<file path="src/rtl/nvpos_pkg.sv">
package nvpos_pkg;

    typedef enum logic [2:0] {
        SQ_RESET        = 3'd0,
        SQ_RESTORE_READ = 3'd1,
        SQ_READY        = 3'd2,
        SQ_STORE_WRITE  = 3'd3,
        SQ_STORE_WAIT   = 3'd4
    } seq_state_e;

    // Bits needed to hold the values 0..n
    function automatic int unsigned bits_for(input int unsigned n);
        return (n < 2) ? 1 : $clog2(n + 1);
    endfunction

endpackage

</file>
<file path="src/rtl/nvpos_timer.sv">
module nvpos_timer #(
    parameter int unsigned MAXV = 16
) (
    input  logic                                   clk,
    input  logic                                   rst,
    input  logic                                   clr,
    output logic [nvpos_pkg::bits_for(MAXV+1)-1:0] cnt
);
    localparam int unsigned CW = nvpos_pkg::bits_for(MAXV + 1);

    // Saturating cycle counter; all-ones is above MAXV so a limit compare never wraps
    always_ff @(posedge clk) begin
        if (rst || clr) begin
            cnt <= '0;
        end else if (cnt != {CW{1'b1}}) begin
            cnt <= cnt + 1'b1;
        end
    end
endmodule

</file>
<file path="src/rtl/nvpos_decode.sv">
module nvpos_decode #(
    parameter int unsigned POS_W = 7
) (
    input  logic [POS_W:0] raw,
    output logic [POS_W:0] pos
);
    localparam int unsigned    PW    = POS_W + 1;
    localparam logic [PW-1:0]  TOP   = {1'b1, {POS_W{1'b0}}};
    localparam logic [PW-1:0]  MID   = {2'b01, {(POS_W-1){1'b0}}};
    localparam logic [PW-1:0]  BLANK = {PW{1'b1}};

    always_comb begin
        if (raw == BLANK) begin
            pos = MID;
        end else if (raw > TOP) begin
            pos = TOP;
        end else begin
            pos = raw;
        end
    end
endmodule

</file>
<file path="src/rtl/nvpos_seq.sv">
module nvpos_seq
    import nvpos_pkg::*;
#(
    parameter int unsigned POS_W  = 7,
    parameter int unsigned RD_TMO = 2500,
    parameter int unsigned WR_TMO = 2500000
) (
    input  logic           clk,
    input  logic           rst,
    input  logic           store_req,
    input  logic           recall_req,
    input  logic [POS_W:0] pos_cur,
    output logic           mem_rd,
    output logic           mem_wr,
    output logic [POS_W:0] mem_wdata,
    input  logic [POS_W:0] mem_rdata,
    input  logic           mem_done,
    output logic           lock,
    output logic           pos_load,
    output logic [POS_W:0] pos_load_val,
    output logic           err_timeout
);
    localparam int unsigned   PW     = POS_W + 1;
    localparam int unsigned   TMAX   = (RD_TMO > WR_TMO) ? RD_TMO : WR_TMO;
    localparam int unsigned   CW     = bits_for(TMAX + 1);
    localparam logic [CW-1:0] RD_LIM = CW'(RD_TMO);
    localparam logic [CW-1:0] WR_LIM = CW'(WR_TMO);
    localparam logic [PW-1:0] MID    = {2'b01, {(POS_W-1){1'b0}}};

    seq_state_e    st, st_nx;
    logic [CW-1:0] cnt;
    logic          tmr_clr;
    logic [PW-1:0] wbuf;
    logic [PW-1:0] dec_pos;
    logic          rd_hit, rd_tmo, wr_hit, wr_tmo;
    logic          take_store, take_recall;

    // Counts cycles since the strobe of the current memory access
    assign tmr_clr = (st == SQ_READY) || (st == SQ_RESET);

    nvpos_timer #(.MAXV(TMAX)) u_timer (
        .clk (clk),
        .rst (rst),
        .clr (tmr_clr),
        .cnt (cnt)
    );

    nvpos_decode #(.POS_W(POS_W)) u_decode (
        .raw (mem_rdata),
        .pos (dec_pos)
    );

    always_comb begin
        take_store  = (st == SQ_READY) && store_req;
        take_recall = (st == SQ_READY) && !store_req && recall_req;
        rd_hit      = (st == SQ_RESTORE_READ) && (cnt != '0) && mem_done;
        rd_tmo      = (st == SQ_RESTORE_READ) && !rd_hit && (cnt == RD_LIM);
        wr_hit      = (st == SQ_STORE_WAIT) && mem_done;
        wr_tmo      = (st == SQ_STORE_WAIT) && !mem_done && (cnt == WR_LIM);
    end

    always_comb begin
        st_nx = st;
        unique case (st)
            SQ_RESET:        st_nx = SQ_RESTORE_READ;
            SQ_RESTORE_READ: if (rd_hit || rd_tmo) st_nx = SQ_READY;
            SQ_READY: begin
                if (take_store)       st_nx = SQ_STORE_WRITE;
                else if (take_recall) st_nx = SQ_RESTORE_READ;
            end
            SQ_STORE_WRITE:  st_nx = SQ_STORE_WAIT;
            SQ_STORE_WAIT:   if (wr_hit || wr_tmo) st_nx = SQ_READY;
            default:         st_nx = SQ_RESET;
        endcase
    end

    always_ff @(posedge clk) begin
        if (rst) begin
            st           <= SQ_RESET;
            pos_load     <= 1'b0;
            pos_load_val <= '0;
            wbuf         <= '0;
            err_timeout  <= 1'b0;
        end else begin
            st       <= st_nx;
            pos_load <= rd_hit || rd_tmo;
            if (rd_hit) begin
                pos_load_val <= dec_pos;
            end else if (rd_tmo) begin
                pos_load_val <= MID;
            end
            if (take_store) begin
                wbuf <= pos_cur;
            end
            if (rd_tmo || wr_tmo) begin
                err_timeout <= 1'b1;
            end
        end
    end

    assign lock      = (st != SQ_READY);
    assign mem_rd    = (st == SQ_RESTORE_READ) && (cnt == '0);
    assign mem_wr    = (st == SQ_STORE_WRITE);
    assign mem_wdata = wbuf;
endmodule

</file>
<file path="config.mk">
export PLATFORM = sky130hd
export DESIGN_NAME = nvpos_seq
export DESIGN_NICKNAME = d
export VERILOG_FILES = /design/src/rtl/nvpos_pkg.sv /design/src/rtl/nvpos_timer.sv /design/src/rtl/nvpos_decode.sv /design/src/rtl/nvpos_seq.sv
export SDC_FILE = /design/constraint.sdc
export NUM_CORES = 1
export LEC_CHECK = 0
export BUFFER_PORTS_ARGS = -buffer_cell sky130_fd_sc_hd__buf_2
export CORE_UTILIZATION = 40
export CTS_CLUSTER_SIZE = 28
export DETAILED_ROUTE_END_ITERATION = 16
export HOLD_SLACK_MARGIN = 0.02
export PLACE_DENSITY = 0.71
export SYNTH_ARGS = -nofsm -noshare
export SYNTH_HDL_FRONTEND = slang
export SYNTH_SLANG_ARGS = --single-unit
</file>
<file path="constraint.sdc">
create_clock -name clk -period 2.68 [get_ports clk]
set_clock_uncertainty 0.2 [all_clocks]
set_input_delay 0 -clock clk [delete_from_list [all_inputs] [get_ports clk]]
set_output_delay 0 -clock clk [all_outputs]
set_load 0.03 [all_outputs]
</file>
==> reports/results.tsv, run 1 <==
metric	value	unit
TNS Setup	0	ns
Antenna Violating Nets Remaining	0	
number of fill cells	496	
initial core utilization	41.6	%
1st-iter DRT viols	155	
Post-CTS Setup Bufs	0	
standard-cell rows	27	
Clock Sinks	43	
fmax	426	MHz
post-DR vias/cell	5.72	
Worst-Skew Late Latency	0.30	ns
synthesized area	2310	um2
CTS root buffer	clkbuf_8	
Final setup violation count	0	
GRT Overall Usage	20.3	%
GP Congestion	0.851	
Placeable Area	5540	um2
pwr dens	464	nW/um2
worst slew pin tran	0.477	ns
crit-path most repeated cell	nor2_1	
maximum VDD drop	0.000302	V
CTS tree	yes	
CTS Buffer Depth	2	
Mapped Cells	270	
post-synth net total	293	
crit share post-route	87.6	%
io pins	42	
RSZ-0062 raised after global routing	false	
post-route DRC violation count	0	
first-pass GRT wire length	9.90	mm
Final Hold Fails	0	
Metal-1 WL	2.91	mm
total die area	6070	um2
number of synthesized flops with an enable pin	0	
Port Buffer Count	41	
CP Class	flop to flop	
CTS clock-pin slew for the worst setup and hold paths	0.08	ns
Nets	365	
initial antenna violation count	0	
critical path arrival	2.33	ns
Die H	77.9	um
Crit path buffers/inverters	1	
Die Width	77.9	um
hpwl dp	3.98	mm
largest net degree at the start of global routing	20	
Avg Cell Area, Syn	8.54	um2
final wirelength	6.21	mm
Synth Flop Type	dfxtp_1	
CTS H-tree depth	2	
crit end category	flop	
Worst Hold Class	input port to flop	
share of layout cells above drive strength 1	18.4	%
dpl cell area	2590	um2
crit-path cells	nor2_1, and3_1, mux2i_1, nor2_1, dlygate4sd3_1	
vias in the first global route	2096	
post-synthesis sequential area ratio	37.3	%
number of max-cap violations	0	
final hold slack	0.0473	ns
cell area after layout	3010	um2
CTS buffer count	5	
highest metal used	met4	
n_diodes	0	
Worst path slowest cell	dlygate4sd3_1	
count of hold-fix buffers inserted at cts	30	
routed wl met2	2.94	mm
critical path required time	2.66	ns
status	finished clean	
final slew viol count	0	
Leak	0.00118	uW
min Tclk post-route	2.35	ns
DR pass1 iterations	5	
cells resized by post-CTS repair	0	
Yosys reg bits	43	
Worst path max stage delay	0.59	ns
WL met3	205	um
delay-heaviest family, CP	simple AND/OR/NAND/NOR gates	
CP startpoint kind	flop	
CP Max Fanout	8	
FFs w/ async S/R, synth	0	%
GRT overflow	0	
synth unique cells	48	
via count	2372	
footprint of the multi-input gates	1360	um2
register area	861	um2
WL/cell	15.0	um
Max transition margin	67.9	%
Layout area overhead	30.5	%
Synthesis Warnings	0	
-- flip-flops by register name, indices dropped and copies added, names as in the netlist --
name	count
err_timeout	1
pos_load_val	8
u_timer.cnt	22
pos_load	1
st	3
mem_wdata	8
-- final timing paths --
kind,start,depth (start not counted),end,slack (ns)
setup / recovery,st[2],5,mem_wdata[7],0.33
hold / removal,mem_rdata[6],4,pos_load_val[6],0.05
setup reg to reg,st[2],5,mem_wdata[7],0.33
hold reg to reg,pos_load_val[6],2,pos_load_val[6],0.29
-- cells by family after synthesis --
kind of cell | share of synthesized area (%)
simple gates | 29.0
compound gates | 19.8
mux | 8.68
flops | 37.3
buf+inv | 4.12
fa+ha+maj | 1.09
-- synthesized netlist by cell type (7+ instances only) --
cell | number | area [um2]
nand3_1 | 11 | 55.1
a21oi_1 | 18 | 90.1
o21ai_0 | 8 | 40.0
nand2b_1 | 9 | 56.3
dfxtp_1 | 43 | 861
nand4_1 | 9 | 56.3
nand2_1 | 25 | 93.8
inv_1 | 9 | 33.8
mux2i_1 | 20 | 200
nor2_1 | 18 | 67.6
a211oi_1 | 7 | 52.6
-- worst min-delay path, stage by stage --
cell      delay (ns)
buf_2           0.09
a22o_1          0.13
a211oi_1        0.04
a311oi_1        0.22
-- cells in the final DEF, fill, tap and decap left out, types with 11 or more instances in the layout --
master,Yosys,layout
nand3_1,11,11
dfxtp_1,43,43
mux2i_1,20,20
dlygate4sd3_1,0,30
nor2_1,18,18
nand2_1,25,25
buf_2,3,41
a21oi_1,18,18
-- where the power goes --
group / total, uW / leakage, uW / switching (uW) / internal (uW)
clock network: 529 / 0.0000612 / 227 / 302
logic: 201 / 0.000773 / 116 / 85.0
registers: 666 / 0.000347 / 13.8 / 653
total: 1400 / 0.00118 / 357 / 1040
-- metrics by stage --
step / worst slack, ns / power (uW) / std cells / utilization [%]
after global routing: 0.233 / 1450 / 415 / 54.3
after global placement: 0.515 / 847 / 377 / 46.8
after CTS: 0.405 / 1400 / 415 / 54.3
after floorplan: 0.668 / 793 / 270 / -
after detailed placement: 0.443 / 851 / 377 / 46.8
final: 0.331 / 1400 / 415 / 54.3
-- layout make-up --
class / count / share of cell area (%)
clock buffers: 6 / 2.74
clock inverters: 2 / 1.16
inverters: 9 / 1.12
multi-input cells: 206 / 45.1
flip-flops and latches: 43 / 28.6
well taps: 72 / 2.99
repair buffers: 77 / 18.3
-- metal layers --
layer  vias to the layer above  global-route usage, %
li1                       1178                      -
met3                        16                   3.53
met2                        56                   34.9
met4                         0                   7.78
met1                      1122                   25.3
met5                         -                      0
(Power assumes the default switching activity.)
==> inputs of run 2 (changes only) <==
--- a/config.mk
+++ b/config.mk
@@ -10,7 +10,7 @@
 export CTS_CLUSTER_SIZE = 28
 export DETAILED_ROUTE_END_ITERATION = 16
 export HOLD_SLACK_MARGIN = 0.02
-export PLACE_DENSITY = 0.71
+export PLACE_DENSITY = 0.6
 export SYNTH_ARGS = -nofsm -noshare
 export SYNTH_HDL_FRONTEND = slang
 export SYNTH_SLANG_ARGS = --single-unit
==> run 2 against run 1 <==
  * Die area unchanged
  * Wire length is 0.84% lower
  * Worst setup slack better by 0.087 ns
  * Power grew 6.1%
  * Critical endpoint is now pos_load_val[0]
  * Clock power increased by 16%
  * Utilization rose by 0.38 points
  * Fmax increased by 3.9%
  * First-iteration DRC count fell by 19%
  * Global-route usage rose by 1.2 points
  * Critical path depth down 1
  * Register-to-register slack improved by 0.09 ns
==> reports/results.tsv, run 2 (synthesis results as in run 1) <==
metric	value	unit
crit end category	flop	
Placement Setup Slack	0.455	ns
Final setup violation count	0	
maximum VDD drop	0.000359	V
min Tclk post-route	2.26	ns
post-route DRC violation count	0	
GP Congestion	0.793	
most common cell after layout, fill and taps aside	dfxtp_1	
TNS Setup	0	ns
CP startpoint	u_timer.cnt[19]	
CTS clock-pin slew for the worst setup and hold paths	0.09	ns
Worst path max stage delay	0.60	ns
Die Width	77.9	um
leading cell types in the layout, fill and taps excluded	dfxtp_1 (43), buf_2 (41), dlygate4sd3_1 (31), nand2_1 (25), mux2i_1 (20)	
Placeable Area	5540	um2
via count	2309	
io pins	42	
Port Buffer Count	41	
CTS root buffer	clkbuf_8	
Post-Route Utilization	54.7	%
DR pass1 iterations	4	
post-DR vias/cell	5.56	
CTS tree	yes	
total die area	6070	um2
number of max-cap violations	0	
WL/cell	14.8	um
pwr dens	489	nW/um2
final slew viol count	0	
Post-Layout Cell Count	415	
highest metal used	met4	
largest register by flop count	u_timer.cnt	
CTS buffer count	5	
CP startpoint kind	flop	
final hold slack	0.0458	ns
Leak	0.00118	uW
critical path required time	2.71	ns
vias in the first global route	2195	
Clock Sinks	43	
status	finished clean	
largest net degree at the start of global routing	20	
standard-cell rows	27	
Crit path buffers/inverters	0	
Reg2Reg Depth	4	
initial core utilization	41.6	%
routed wl met2	2.93	mm
CP Class	flop to flop	
n_diodes	0	
Final Hold Fails	0	
delay-heaviest family, CP	simple AND/OR/NAND/NOR gates	
Layout area overhead	31.4	%
Setup WS post-layout	0.419	ns
share of layout cells above drive strength 1	18.1	%
Nets	365	
crit-path cells	or4_1, nor4_4, a21o_1, mux2i_1	
Setup crit end	pos_load_val[0]	
fmax	442	MHz
Placed Cells incl. Taps	376	
worst slew pin tran	0.469	ns
RSZ-0062 raised after global routing	false	
CTS H-tree depth	2	
Worst path depth	4	
Post-CTS Setup Bufs	0	
max FFs per register	22	
Antenna Violating Nets Remaining	0	
Die H	77.9	um
Max transition margin	68.5	%
WL met3	196	um
CP Max Fanout	9	
CTS Buffer Depth	2	
Crit Reg-Reg Endpoint	pos_load_val[0]	
initial antenna violation count	0	
first-pass GRT wire length	10.4	mm
1st-iter DRT viols	125	
Worst Hold Class	input port to flop	
Worst-Skew Late Latency	0.30	ns
GRT Overall Usage	21.6	%
Metal-1 WL	2.95	mm
Worst path slowest cell	or4_1	
setup slack, reg-to-reg	0.42	ns
hpwl dp	4.13	mm
final wirelength	6.16	mm
r2r startpoint	u_timer.cnt[19]	
critical path arrival	2.29	ns
GRT overflow	0	
crit share post-route	84.4	%
-- run 2: cell types whose count changed in the layout (fill, tap and decap cells not counted) --
| cell | delta |
|---|---|
| clkinvlp_4 | +1 |
| buf_4 | -1 |
| bufinv_16 | +1 |
| clkbuf_8 | -1 |
| dlygate4sd3_1 | +1 |
| clkinv_2 | -1 |
-- run 2: worst min-delay path by stage --
stage,from,to,slack (ns),cells past startpoint
3_5_place_dp,pos_cur[3],mem_wdata[3],0.05,3
3_3_place_gp,pos_cur[6],mem_wdata[6],0.04,3
4_1_cts,mem_rdata[6],pos_load_val[6],0.05,4
6_report,mem_rdata[6],pos_load_val[6],0.05,4
2_1_floorplan,mem_rdata[7],pos_load_val[7],-0.06,2
5_1_grt,mem_rdata[6],pos_load_val[6],0.09,4
-- run 2: cell type report --
cell class | instances | area, um2
clock buffers | 5 | 68.8
clock inverters | 3 | 67.6
fillers | 541 | 2510
inverters | 9 | 33.8
multi-input cells | 206 | 1360
flip-flops and latches | 43 | 861
well taps | 72 | 90.1
repair buffers | 77 | 553
-- run 2: layer usage --
layer  track usage, %  vias to the layer above
met1             28.3                     1085
li1                 -                     1177
met2             35.6                       40
met4             7.22                        0
met3             3.88                        7
met5                0                        -
-- run 2: stage by stage --
step	cell area, um2	power (uW)
6_report	3030	1480
5_1_grt	3030	1550
4_1_cts	3030	1490
3_5_place_dp	2580	853
3_3_place_gp	2580	851
2_1_floorplan	2310	793
-- run 2: tightest hold or removal path: stages --
cell and delay [ns]:
buf_2 0.08, a22o_1 0.13, a211oi_1 0.04, a311oi_1 0.23
-- run 2: power breakdown --
group	leakage (uW)	internal, uW	switching [uW]	total [uW]
registers	0.000347	653	13.7	666
logic	0.000765	86.0	114	200
clock network	0.0000644	372	243	615
total	0.00118	1110	371	1480
-- run 2: repair_timing --
action / in CTS / in global routing
gates resized for setup: 0 / 0
hold buffers: 31 / 0
endpoints found under the hold margin: 21 / 0
